## src/rtl/sled_pkg.sv

```systemverilog
// Shared definitions for the serial LED shift-out controller.
// Assumes a four-entry register map selected by a 2-bit address.
package sled_pkg;
    typedef enum logic [1:0] {
        REG_DATA = 2'd0,
        REG_DIV  = 2'd1,
        REG_DLY  = 2'd2,
        REG_MODE = 2'd3
    } reg_sel_e;

    localparam int MODE_STYLE_BIT = 0;
    localparam int MODE_PWM_BIT   = 1;
    localparam int DIV_CODE_W     = 2;
endpackage

```

## src/rtl/sled_regfile.sv

```systemverilog
// Register file: data word, divider code, delay and mode bits.
// Assumes busy comes from the shift engine. Blocks data writes and
// PWM-mode entry while busy, and flags a software start request.
module sled_regfile
    import sled_pkg::*;
#(
    parameter int DATA_W = 17,
    parameter int DLY_W  = 5,
    parameter int BUS_W  = 32
) (
    input  logic                  clk,
    input  logic                  rst_n,
    input  logic                  wr_en,
    input  logic [1:0]            addr,
    input  logic [BUS_W-1:0]      wdata,
    input  logic                  busy,
    output logic [DATA_W-1:0]     data_q,
    output logic [DIV_CODE_W-1:0] div_q,
    output logic [DLY_W-1:0]      dly_q,
    output logic                  style_q,
    output logic                  pwm_q,
    output logic                  sw_start,
    output logic [DATA_W-1:0]     sw_word,
    output logic [BUS_W-1:0]      rdata
);
    logic unused_hi;
    assign unused_hi = ^wdata[BUS_W-1:DATA_W];

    // Register updates with write blocking while a transfer runs.
    always_ff @(posedge clk) begin
        if (!rst_n) begin
            data_q  <= '0;
            div_q   <= '0;
            dly_q   <= '0;
            style_q <= 1'b0;
            pwm_q   <= 1'b0;
        end else if (wr_en) begin
            case (reg_sel_e'(addr))
                REG_DATA: if (!busy) data_q <= wdata[DATA_W-1:0];
                REG_DIV:  div_q <= wdata[DIV_CODE_W-1:0];
                REG_DLY:  dly_q <= wdata[DLY_W-1:0];
                REG_MODE: begin
                    style_q <= wdata[MODE_STYLE_BIT];
                    if (!(busy && !pwm_q)) pwm_q <= wdata[MODE_PWM_BIT];
                end
                default: ;
            endcase
        end
    end

    // Software start: idle data write outside PWM mode.
    always_comb begin
        sw_start = wr_en && (reg_sel_e'(addr) == REG_DATA) && !busy && !pwm_q;
        sw_word  = wdata[DATA_W-1:0];
    end

    // Read multiplexer.
    always_comb begin
        rdata = '0;
        case (reg_sel_e'(addr))
            REG_DATA: begin
                rdata[DATA_W-1:0] = data_q;
                rdata[BUS_W-1]    = busy;
            end
            REG_DIV:  rdata[DIV_CODE_W-1:0] = div_q;
            REG_DLY:  rdata[DLY_W-1:0] = dly_q;
            REG_MODE: begin
                rdata[MODE_STYLE_BIT] = style_q;
                rdata[MODE_PWM_BIT]   = pwm_q;
            end
            default: ;
        endcase
    end
endmodule

```

## src/rtl/sled_phase.sv

```systemverilog
// Bit-period timer: counts system cycles within one shift period of
// D = 2**(BASE_LOG+code) cycles and places the high half of the shift
// clock after a clamped delay. Assumes restart and run come from the engine.
module sled_phase
    import sled_pkg::*;
#(
    parameter int BASE_LOG = 2,
    parameter int DLY_W    = 5
) (
    input  logic                  clk,
    input  logic                  rst_n,
    input  logic                  run,
    input  logic                  restart,
    input  logic [DIV_CODE_W-1:0] div_code,
    input  logic [DLY_W-1:0]      dly,
    output logic                  period_end,
    output logic                  sclk_hi
);
    localparam int CNT_W = BASE_LOG + (1 << DIV_CODE_W) - 1;
    localparam int CW    = CNT_W + DLY_W + 1;

    logic [CNT_W-1:0] cnt_q;
    logic [CW-1:0]    div_n, half_n, dly_p1, eff_n, cnt_x;

    // Divider, half period and clamped clock delay.
    always_comb begin
        div_n  = CW'(1) << (BASE_LOG + int'(div_code));
        half_n = div_n >> 1;
        dly_p1 = CW'(dly) + CW'(1);
        eff_n  = (dly_p1 > half_n) ? half_n : dly_p1;
        cnt_x  = CW'(cnt_q);
        period_end = (cnt_x == div_n - CW'(1));
        sclk_hi    = (cnt_x >= eff_n) && (cnt_x < eff_n + half_n);
    end

    // Phase counter, cleared on a new transfer, wraps each period.
    always_ff @(posedge clk) begin
        if (!rst_n)              cnt_q <= '0;
        else if (restart)        cnt_q <= '0;
        else if (run) begin
            if (period_end)      cnt_q <= '0;
            else                 cnt_q <= cnt_q + CNT_W'(1);
        end
    end
endmodule

```

## src/rtl/sled_engine.sv

```systemverilog
// Shift engine: starts transfers from software or PWM requests, sends
// the word MSB first, then runs one strobe period. Assumes the software
// start is already qualified by idle and software mode.
module sled_engine #(
    parameter int DATA_W = 17
) (
    input  logic              clk,
    input  logic              rst_n,
    input  logic              sw_start,
    input  logic [DATA_W-1:0] sw_word,
    input  logic              pwm_mode,
    input  logic [DATA_W-1:0] pwm_vec,
    input  logic              style,
    input  logic              period_end,
    input  logic              sclk_hi,
    output logic              busy,
    output logic              start,
    output logic              sdata,
    output logic              sclk,
    output logic              latch
);
    localparam int IDX_W = $clog2(DATA_W + 1);

    logic [IDX_W-1:0]  idx_q;
    logic [DATA_W-1:0] shreg_q, last_q, start_word;
    logic              pwm_start, in_latch;

    // Start arbitration; the two sources are mutually exclusive by mode.
    always_comb begin
        pwm_start  = pwm_mode && !busy && (|pwm_vec) && (pwm_vec != last_q);
        start      = sw_start || pwm_start;
        start_word = pwm_mode ? pwm_vec : sw_word;
    end

    // Transfer state: busy, bit index, shift register, last word sent.
    always_ff @(posedge clk) begin
        if (!rst_n) begin
            busy    <= 1'b0;
            idx_q   <= '0;
            shreg_q <= '0;
            last_q  <= '0;
        end else if (start) begin
            busy    <= 1'b1;
            idx_q   <= '0;
            shreg_q <= start_word;
            last_q  <= start_word;
        end else if (busy && period_end) begin
            if (idx_q == IDX_W'(DATA_W)) busy <= 1'b0;
            idx_q   <= idx_q + IDX_W'(1);
            shreg_q <= shreg_q << 1;
        end
    end

    // Pin decode from transfer state.
    always_comb begin
        in_latch = busy && (idx_q == IDX_W'(DATA_W));
        sdata    = busy && !in_latch && shreg_q[DATA_W-1];
        sclk     = busy && !in_latch && sclk_hi;
        latch    = in_latch ^ style;
    end
endmodule

```

## src/rtl/sled_shifter.sv

```systemverilog
// Top of the serial LED shift-out controller: register file, bit-period
// timer and shift engine. Assumes a single synchronous clock domain.
module sled_shifter
    import sled_pkg::*;
#(
    parameter int DATA_W   = 17,
    parameter int DLY_W    = 5,
    parameter int BASE_LOG = 2,
    parameter int BUS_W    = 32
) (
    input  logic              clk,
    input  logic              rst_n,
    input  logic              wr_en_i,
    input  logic [1:0]        addr_i,
    input  logic [BUS_W-1:0]  wdata_i,
    output logic [BUS_W-1:0]  rdata_o,
    input  logic [DATA_W-1:0] pwm_i,
    output logic              sdata_o,
    output logic              sclk_o,
    output logic              latch_o
);
    logic [DATA_W-1:0]     data_q, sw_word;
    logic [DIV_CODE_W-1:0] div_q;
    logic [DLY_W-1:0]      dly_q;
    logic                  style_q, pwm_q, sw_start;
    logic                  busy, start, period_end, sclk_hi;

    sled_regfile #(.DATA_W(DATA_W), .DLY_W(DLY_W), .BUS_W(BUS_W)) u_regs (
        .clk(clk), .rst_n(rst_n), .wr_en(wr_en_i), .addr(addr_i),
        .wdata(wdata_i), .busy(busy), .data_q(data_q), .div_q(div_q),
        .dly_q(dly_q), .style_q(style_q), .pwm_q(pwm_q),
        .sw_start(sw_start), .sw_word(sw_word), .rdata(rdata_o)
    );

    sled_phase #(.BASE_LOG(BASE_LOG), .DLY_W(DLY_W)) u_phase (
        .clk(clk), .rst_n(rst_n), .run(busy), .restart(start),
        .div_code(div_q), .dly(dly_q),
        .period_end(period_end), .sclk_hi(sclk_hi)
    );

    sled_engine #(.DATA_W(DATA_W)) u_engine (
        .clk(clk), .rst_n(rst_n), .sw_start(sw_start), .sw_word(sw_word),
        .pwm_mode(pwm_q), .pwm_vec(pwm_i), .style(style_q),
        .period_end(period_end), .sclk_hi(sclk_hi), .busy(busy),
        .start(start), .sdata(sdata_o), .sclk(sclk_o), .latch(latch_o)
    );
endmodule

```

## config.mk

```make
export PLATFORM = sky130hd
export DESIGN_NAME = sled_shifter
export DESIGN_NICKNAME = d
export VERILOG_FILES = /design/src/rtl/sled_pkg.sv /design/src/rtl/sled_regfile.sv /design/src/rtl/sled_phase.sv /design/src/rtl/sled_engine.sv /design/src/rtl/sled_shifter.sv
export SDC_FILE = /design/constraint.sdc
export NUM_CORES = 1
export LEC_CHECK = 0
export ABC_AREA = 1
export BUFFER_PORTS_ARGS = -buffer_cell sky130_fd_sc_hd__buf_2
export CAP_MARGIN = 15
export CORE_UTILIZATION = 30
export DETAILED_ROUTE_END_ITERATION = 7
export GPL_TIMING_DRIVEN = 0
export MAX_ROUTING_LAYER = met4
export PLACE_DENSITY_LB_ADDON = 0.2
export SYNTH_ARGS = -nofsm -noshare
export SYNTH_HDL_FRONTEND = slang
export SYNTH_SLANG_ARGS = --single-unit
```

## constraint.sdc

```tcl
create_clock -name clk -period 4.3 [get_ports clk]
set_input_delay 0.215 -clock clk [delete_from_list [all_inputs] [get_ports clk]]
set_output_delay 0.215 -clock clk [all_outputs]
set_load 0.1 [all_outputs]
```

# After elaboration in Yosys (flattened, before gate mapping)
# Index checks and enable logic that the tools add are counted.
# op_classes
add_sub_neg,6
bitwise_logic,4
order_cmp,3
reduce_logical,28
muxes,12
n_eq_ne,6
shift,1
# op_table
operator,n
17-bit 2-to-1 mux,3
1-bit by 32-bit left shift with 11-bit output (first input constant),1
17-bit inequality test,1
17-bit OR reduction,1
1-bit logical AND,13
12-bit 2-to-1 mux,1
11-bit by 10-bit adder with 11-bit output,1
5-bit by 11-bit == test with 1-bit output,1
5-bit by 11-bit >= comparator with 1-bit output,1
11-bit by 10-bit > comparator with 1-bit output,1
5-bit by 11-bit < comparator with 1-bit output,1
11-bit 2-to-1 mux,1
11-bit by 1-bit subtractor with 11-bit output (second input constant),1
5-bit by 1-bit adder with 5-bit output (second input constant),2
2-bit one-hot mux with 4 select lines,1
2-bit AND reduction,4
5-bit by 1-bit adder with 6-bit output (second input constant),1
3-bit one-hot mux with 2 select lines,1
3-bit AND reduction,2
5-bit == test (second input constant),1
5-bit 2-to-1 mux,1
2-bit == test (second input constant),2
1-bit 2-to-1 mux,4
2-bit nonzero test,2
other kinds (8),12
# totals
output_inout_bits,35
inputBits,54
word_cells,70
regBits,71

# Longest topological paths before layout
# Gate-level depths: netlist (run 1).
# depth
word_depth,8
ltp_mapped,21
depth_no_buf,21

# Hierarchy
# From an unflattened synthesis (run 1), not the netlist that was laid out.
# hier_totals
hier_cells,774
hier_area_um2,5038.6
# by_module_without_submodules
module,area_per_inst_um2,cells_each,instances
sled_engine,2268.4,359,1
sled_regfile,1677.9,250,1
sled_phase,1092.3,165,1

# Worst setup path before layout (run 1)
# Ideal clock, no wire load.
# synth_timing
path_type,reg-to-output
startpoint,reg u_regs.dly_q[0]
endpoint,out sclk_o
arrival_time_ns,4.460
path_slack_ns,-0.375
stages_incl_launch_ff,20
cell_sequence,dfxtp_1 > ha_1 > nand3_1 > xor2_1 > ha_1 > and3_1 > nand2_1 > nand3_1 > nand2_1 > o21ai_0 > inv_1 > fa_1 > xor2_1 > ha_1 > a21oi_1 > nand2_1 > a21o_1 > a21oi_1 > nor2_1 > nor2_1
# synth_via
elab_chain_len,7
elab_cells_between_ends,8
# synth_rtl
element,line_no,rtl
from (decl),sled_regfile.sv:19,"output logic [DLY_W-1:0] dly_q,"
from (signal assigned),sled_regfile.sv:41,REG_DLY: dly_q <= wdata[DLY_W-1:0];
5-bit by 1-bit adder with 6-bit output (*),sled_phase.sv:29,dly_p1 = CW'(dly) + CW'(1);
11-bit by 10-bit > comparator with 1-bit output,sled_phase.sv:30,eff_n = (dly_p1 > half_n) ? half_n : dly_p1;
11-bit 2-to-1 mux (*),sled_phase.sv:30,
11-bit by 10-bit adder with 11-bit output,sled_phase.sv:33,sclk_hi = (cnt_x >= eff_n) && (cnt_x < eff_n + half_n);
5-bit by 11-bit < comparator with 1-bit output,sled_phase.sv:33,
1-bit logical AND (*),sled_phase.sv:33,
1-bit logical AND (*),sled_engine.sv:58,sclk = busy && !in_latch && sclk_hi;
to (decl),sled_shifter.sv:19,"output logic sclk_o,"
# Mark *: on every way between the ends. The rest lies on a longest branch, timed or not.

# Worst setup path after layout (run 1)
# Same ends and word-level chain as after synthesis.

==> results of run 1 <==
[final timing paths]
path / from / to / slack, ns / cells past startpoint
worst max-delay path: u_regs.dly_q[0] / sclk_o / 0.24 / 18
worst min register to register: u_regs.data_q[14] / u_regs.data_q[14] / 0.46 / 2
worst min-delay path: wdata_i[6] / u_regs.data_q[6] / 0.14 / 3
worst max register to register: u_regs.div_q[1] / u_engine.shreg_q[0] / 2.00 / 10
[registers in the layout, summed over array words and instances, names as in the netlist, 2 cells and up]
name and cells:
u_engine.last_q 17, u_engine.shreg_q 17, u_regs.data_q 17, u_engine.idx_q 5, u_phase.cnt_q 5, u_regs.dly_q 5
u_regs.div_q 2
[what timing repair did]
action,4_1_cts,5_1_grt
buffers inserted,2,4
setup endpoints to repair,1,1
hold buffers,0,0
endpoints found under the hold margin,0,0
resized for setup,9,19
pin swaps,1,5
[worst max-delay path, stage by stage, from the launching register on]
cell and delay (ns):
dfxtp_4 0.38, ha_4 0.15, nand3_2 0.09, xor2_2 0.20
ha_1 0.31, and3_4 0.19, nand2_1 0.06, nand3_2 0.08
nand2_2 0.08, buf_4 0.15, o21ai_0 0.32, ha_1 0.34
a21oi_1 0.19, xor2_1 0.17, ha_1 0.25, a21oi_1 0.15
nor2_1 0.07, nor2_2 0.14, buf_12 0.19
[layer usage]
layer / up-vias / routed length (µm) / share of wire
met5: - / 0 / 0
met4: 0 / 120 / 0.0089
met3: 10 / 537 / 0.040
met2: 94 / 5940 / 0.44
met1: 2061 / 6930 / 0.51
li1: 2435 / - / -
[synthesized netlist by cell type, drive strengths merged]
library cell  number  share of area
nand2            163           0.14
inv              117          0.095
dfxtp             71           0.31
o21ai             70          0.075
nor2              67          0.058
nand3             41          0.048
nand4             38          0.051
a21oi             36          0.039
ha                27          0.073
buf               23          0.035
clkbuf            18          0.015
xor2               9          0.017
xnor2              8          0.015
nor3               5         0.0078
a31oi              2         0.0027
conb               2         0.0016
o2111ai            2         0.0038
o211ai             2         0.0043
o21bai             2         0.0032
or2                2         0.0027
a211oi             1         0.0016
a21o               1         0.0016
a22oi              1         0.0016
and3               1         0.0013
clkinv             1        0.00081
fa                 1         0.0043
o22ai              1         0.0013
[kinds of logic (layout without fill, tap and decap cells)]
kind of cell / count (synthesis) / in the layout / synth area share
buf+inv: 159 / 237 / 0.145
simple gates: 317 / 317 / 0.304
compound gates: 118 / 118 / 0.134
fa+ha+maj: 28 / 28 / 0.0770
xor+xnor: 17 / 17 / 0.0320
other cells: 2 / 18 / 0.00162
flops: 71 / 71 / 0.306
[final cells by class]
class | instances | share of cell area
Multi-Input combinational cell | 498 | 0.474
Sequential cell | 71 | 0.253
Inverter | 118 | 0.0786
Timing Repair Buffer | 64 | 0.0618
Clock buffer | 14 | 0.0501
Tap cell | 188 | 0.0415
Buffer | 41 | 0.0406
[metrics by stage]
| stage | util | hold slack [ns] | power, mW |
|---|---|---|---|
| final | 0.374 | 0.143 | 1.92 |
| after global routing | 0.374 | 0.169 | 2.02 |
| after CTS | 0.367 | 0.143 | 1.93 |
| after detailed placement | 0.346 | 0.449 | 1.20 |
| after global placement | 0.346 | 0.444 | 1.20 |
| after floorplan | - | 0.358 | 1.08 |
[power groups by stage]
stage | clock [mW] | combinational, mW | sequential (mW)
global route | 0.757 | 0.542 | 0.725
CTS | 0.731 | 0.476 | 0.720
floorplan | 0 | 0.356 | 0.728
finish | 0.713 | 0.487 | 0.720
global placement | 0 | 0.462 | 0.733
detailed placement | 0 | 0.463 | 0.734
==> results by group, run 1 <==
Status
  • Status: finished, final reports clean

Drt
  • Drt total wl: 13500 µm
  • Post-route antenna net violation count: 0
  • Routed vias: 4600
  • Iteration-0 DRC Markers: 220
  • Drt via density: 4.63
  • Detailed-route wire length per cell: between 10 and 15 µm
  • DRC errors left: 0
  • DR pass1 iterations: 5

Global routing
  • Grt met2 use: 0.279
  • Initial antenna violation count: 0
  • Grt ovf: 0
  • Vias in the first global route: approximately 4.2k
  • Global-route met1 utilization: 0.244
  • Largest net degree at the start of global routing: 11
  • GR peak layer: met2
  • Met3 Resource Use GR: 0.0308
  • First-pass GRT wire length: between 20000 and 25000 µm
  • Gr usage total: 0.180

Floorplan
  • Site Rows: between 40 and 50
  • Die area: 0.0160 mm²
  • Die width: roughly 130 µm
  • Die Ht: roughly 130 µm
  • Core area: between 0.015 and 0.02 mm²
  • I/O pins: 89
  • Initial Util: 0.307

Placement
  • Hpwl dp: 10500 µm
  • Setup WS pre-CTS: -0.000643 ns
  • RePlAce Congestion: roughly 0.81
  • Port-buffer cells: between 50 and 60
  • Placed cells: between 900 and 1k
  • DP Area: 0.00524 mm²

Timing
  • Post-layout min period: just over 4 ns
  • Setup WS post-layout: 0.241 ns
  • Fin Setup TNS: 0 ns
  • Clock skew: roughly 0.0043 ns
  • Worst Tran Pin Value: 0.621 ns
  • Max Slew Vio Count: 0
  • Fmax: between 200 and 250 MHz
  • Count of final hold-check violations: 0
  • Slew HR: 0.586
  • Fin crit share: 0.944
  • Final setup viols: 0

Cells and area
  • Non-filler cells, final: slightly below 1k
  • Multi-input logic area: ~0.0027 mm²
  • Most common cell after layout, fill and taps aside: nand2_1
  • Antenna diodes: 0
  • Fill cell count: approximately 1.7k
  • Syn-to-layout area delta: 21.9%
  • Register Area: ~0.0014 mm²
  • Share of post-route cells with drive strength above 1: 0.165
  • Post-route cell area: ~0.0057 mm²
  • Most frequent cells in the layout: nand2_1, inv_1, dfxtp_1
  • Layout Nets: 885

Job
  • Number of max-cap violations: 0

Pwr
  • P_int: 1.30 mW
  • Seq pwr share: 0.375
  • Comb pwr share: 0.254
  • Psw: around 0.62 mW
  • Max rail drop VDD: 195 µV
  • LEAKAGE: between 2 and 3 nW
  • Sw Share: 0.325
  • Clock power share: 0.371
  • Pwr dens: between 300 and 400 mW/mm²

Synthesis
  • Post-synthesis instance area: about 0.0046 mm²
  • Yosys cell types: between 40 and 50
  • Synth Area per Inst: around 6.5 µm²
  • Register area share after synthesis: 0.306
  • Syn. warnings: 0
  • Syn Inst Count: approximately 700
  • Synth Register Bits: just over 70

Worst setup path
  • Worst path required time: around 4.1 ns
  • Kind of critical path: flip-flop to output pin
  • CP arrival: ~3.8 ns
  • Crit. End Element: output pin
  • Worst-path maximum fanout: 5
  • Worst Setup Start Kind: flip-flop

Clock network
  • TritonCTS clock tree: yes
  • Register clock-pin slew on the reported worst setup and hold paths: roughly 0.060 ns
  • Num CTS Buffers: 9
  • Clock H-tree levels: 3
  • CTS sink count: 71
  • Clk Latency, worst-skew pair: 0.33 ns
  • Max Root-Sink Buffers: 2
  • Root Buffer: clkbuf_16

Worst hold path
  • Min-Delay Path Class: input port to flip-flop
Power figures use the tool's default switching activity.
==> run 2, diff against run 1 <==
--- a/config.mk
+++ b/config.mk
@@ -8,9 +8,13 @@
 export ABC_AREA = 1
 export BUFFER_PORTS_ARGS = -buffer_cell sky130_fd_sc_hd__buf_2
 export CAP_MARGIN = 15
+export CELL_PAD_IN_SITES_DETAIL_PLACEMENT = 0
+export CELL_PAD_IN_SITES_GLOBAL_PLACEMENT = 1
+export CORE_MARGIN = 5
 export CORE_UTILIZATION = 30
 export DETAILED_ROUTE_END_ITERATION = 7
 export GPL_TIMING_DRIVEN = 0
+export HOLD_SLACK_MARGIN = 0.06
 export MAX_ROUTING_LAYER = met4
 export PLACE_DENSITY_LB_ADDON = 0.2
 export SYNTH_ARGS = -nofsm -noshare
==> run 2 against run 1 <==
Global-route usage down 1.5 points. Wire length up 7.8%. Critical path type unchanged. Power up 0.33%. Highest routed layer unchanged. Clock power down 0.6%. Core utilization about the same. Critical endpoint unchanged. Sequential power about the same. Clock skew up 0.0032 ns. Largest cell class unchanged. Register-to-register slack better by 0.02 ns. Cell count up 0.20%.
==> results by group, run 2 (synthesis results as in run 1) <==
Pwr
  • Pwr dens: 339 mW/mm²
  • Comb pwr share: 0.258
  • P_int: about 1.3 mW
  • Seq pwr share: 0.374
  • Clock power share: 0.368
  • Psw: approximately 0.67 mW
  • Sw Share: 0.348
  • LEAKAGE: around 2.7 nW
  • Max rail drop VDD: between 200 and 250 µV

Clock network
  • Root Buffer: clkbuf_16
  • Register clock-pin slew on the reported worst setup and hold paths: 0.06 ns
  • Num CTS Buffers: 9
  • Clock H-tree levels: 3
  • TritonCTS clock tree: yes
  • Max Root-Sink Buffers: 2
  • Clk Latency, worst-skew pair: around 0.35 ns
  • Hold-fix buffer count after cts: 0
  • CTS sink count: 71

Timing
  • Post-layout min period: a little over 4 ns
  • Count of final hold-check violations: 0
  • Fin crit share: 0.955
  • Max Slew Vio Count: 0
  • Slew HR: 0.551
  • Setup WS post-layout: between 0.15 and 0.2 ns
  • Worst Tran Pin Value: between 0.6 and 0.7 ns
  • Fmax: about 240 MHz
  • Final setup viols: 0
  • Clock skew: ~0.0075 ns

Cells and area
  • Post-route cell area: between 0.005 and 0.006 mm²
  • Most common cell after layout, fill and taps aside: nand2_1
  • Multi-input logic area: 0.00271 mm²
  • Register Area: between 0.001 and 0.0015 mm²
  • Share of post-route cells with drive strength above 1: 0.173
  • Most frequent cells in the layout: nand2_1, inv_1, dfxtp_1
  • Syn-to-layout area delta: 22.2%
  • Fill cell count: 1656
  • Layout Nets: a little under 900
  • Top Registers: u_engine.last_q (17), u_engine.shreg_q (17), u_regs.data_q (17)
  • Antenna diodes: 0

Global routing
  • Gr usage total: 0.165
  • Initial antenna violation count: 0
  • Vias in the first global route: 4401
  • Grt ovf: 0
  • Largest net degree at the start of global routing: 13
  • First-pass GRT wire length: 23000 µm

Floorplan
  • Die Ht: roughly 130 µm
  • I/O pins: 89
  • Die area: between 0.015 and 0.02 mm²
  • Site Rows: between 40 and 50
  • Initial Util: 0.306
  • Core area: approximately 0.015 mm²
  • Die width: around 130 µm

Worst setup path
  • Critical R2R Launch: u_regs.div_q[0]
  • Kind of critical path: flip-flop to output pin
  • Crit. End Element: output pin
  • R2R cell count: 12
  • RR Endpoint: u_engine.shreg_q[9]
  • Worst Setup Start Kind: flip-flop
  • CP arrival: around 3.9 ns
  • Worst path required time: about 4.1 ns
  • Worst-path maximum fanout: 5
  • Flop2flop setup slack: a little over 2 ns

Status
  • Status: finished, final reports clean

Drt
  • Drt total wl: around 15000 µm
  • DRC errors left: 0
  • Iteration-0 DRC Markers: approximately 270
  • Post-route antenna net violation count: 0
  • Drt via density: between 4 and 5
  • Routed vias: between 4k and 5k
  • DR pass1 iterations: 5
  • Detailed-route wire length per cell: about 15 µm

Placement
  • RePlAce Congestion: between 0.8 and 0.9
  • DP Area: approximately 0.0052 mm²
  • Hpwl dp: about 11000 µm
  • Port-buffer cells: slightly below 60
  • Setup WS pre-CTS: -0.0217 ns

Job
  • Number of max-cap violations: 0

Worst hold path
  • Worst hold stages: 3
  • Worst hold endpoint: u_regs.data_q[6]
  • Hold_sp: wdata_i[6]
  • Min-Delay Path Class: input port to flip-flop
## run 2: routing by layer
metal  part of all wire  vias to the layer above  GRT usage
met4             0.0091                        0     0.0396
li1                   -                     2442          -
met3              0.051                       14     0.0343
met2               0.46                      116      0.253
met5                  0                        -          -
met1               0.48                     2214      0.223
## run 2: worst max-delay path by stage
stage / start / to / slack, ns
4_1_cts: u_regs.div_q[0] / sclk_o / 0.03
3_3_place_gp: u_regs.dly_q[0] / sclk_o / 0.02
3_5_place_dp: u_regs.dly_q[0] / sclk_o / -0.02
5_1_grt: u_regs.dly_q[1] / sclk_o / -0.05
6_report: u_regs.dly_q[1] / sclk_o / 0.20
2_1_floorplan: u_regs.dly_q[0] / sclk_o / 0.09
## run 2: layout make-up
| cell class | count | area share |
|---|---|---|
| plain buffers | 41 | 0.0405 |
| clock buffers | 11 | 0.0427 |
| clock inverters | 5 | 0.00595 |
| inverters | 118 | 0.0784 |
| multi-input cells | 498 | 0.477 |
| flip-flops and latches | 71 | 0.253 |
| well taps | 188 | 0.0414 |
| repair buffers | 64 | 0.0617 |
## run 2: per-stage QoR
step	setup TNS [ns]	hold slack, ns	total power [mW]	utilization	std cells
3_3_place_gp	0	0.442	1.20	0.345	974
2_1_floorplan	0	0.358	1.08	-	728
4_1_cts	0	0.128	1.92	0.366	993
3_5_place_dp	-0.0217	0.447	1.20	0.345	974
5_1_grt	-0.0451	0.149	2.03	0.374	996
6_report	0	0.134	1.93	0.374	996
## run 2: power by group through the flow
stage                     sequential (mW)  combinational, mW  clock [mW]
after floorplan                     0.728              0.356           0
after global placement              0.733              0.463           0
after detailed placement            0.734              0.466           0
after CTS                           0.720              0.481       0.724
after global routing                0.724              0.548       0.754
final                               0.720              0.497       0.709
## run 2: repair_timing
action / in CTS / in global routing
hold endpoints to repair: 0 / 0
gates cloned: 0 / 0
buffers inserted: 3 / 3
resized for setup: 8 / 27
pin swaps: 1 / 6
endpoints found under the setup margin: 1 / 1
## run 2: critical path, cell delays in order, from the launching register on
cell	delay [ns]
dfxtp_4	0.38
ha_4	0.15
nand3_2	0.09
xor2_2	0.16
ha_1	0.31
and3_4	0.19
nand4_1	0.15
nand2_4	0.14
nand2_1	0.07
o21ai_2	0.07
inv_2	0.07
fa_2	0.40
xor2_1	0.16
ha_1	0.30
a21oi_2	0.13
nand2_1	0.08
a21o_1	0.17
a21oi_2	0.12
nor2_1	0.07
nor2_2	0.15
buf_12	0.19
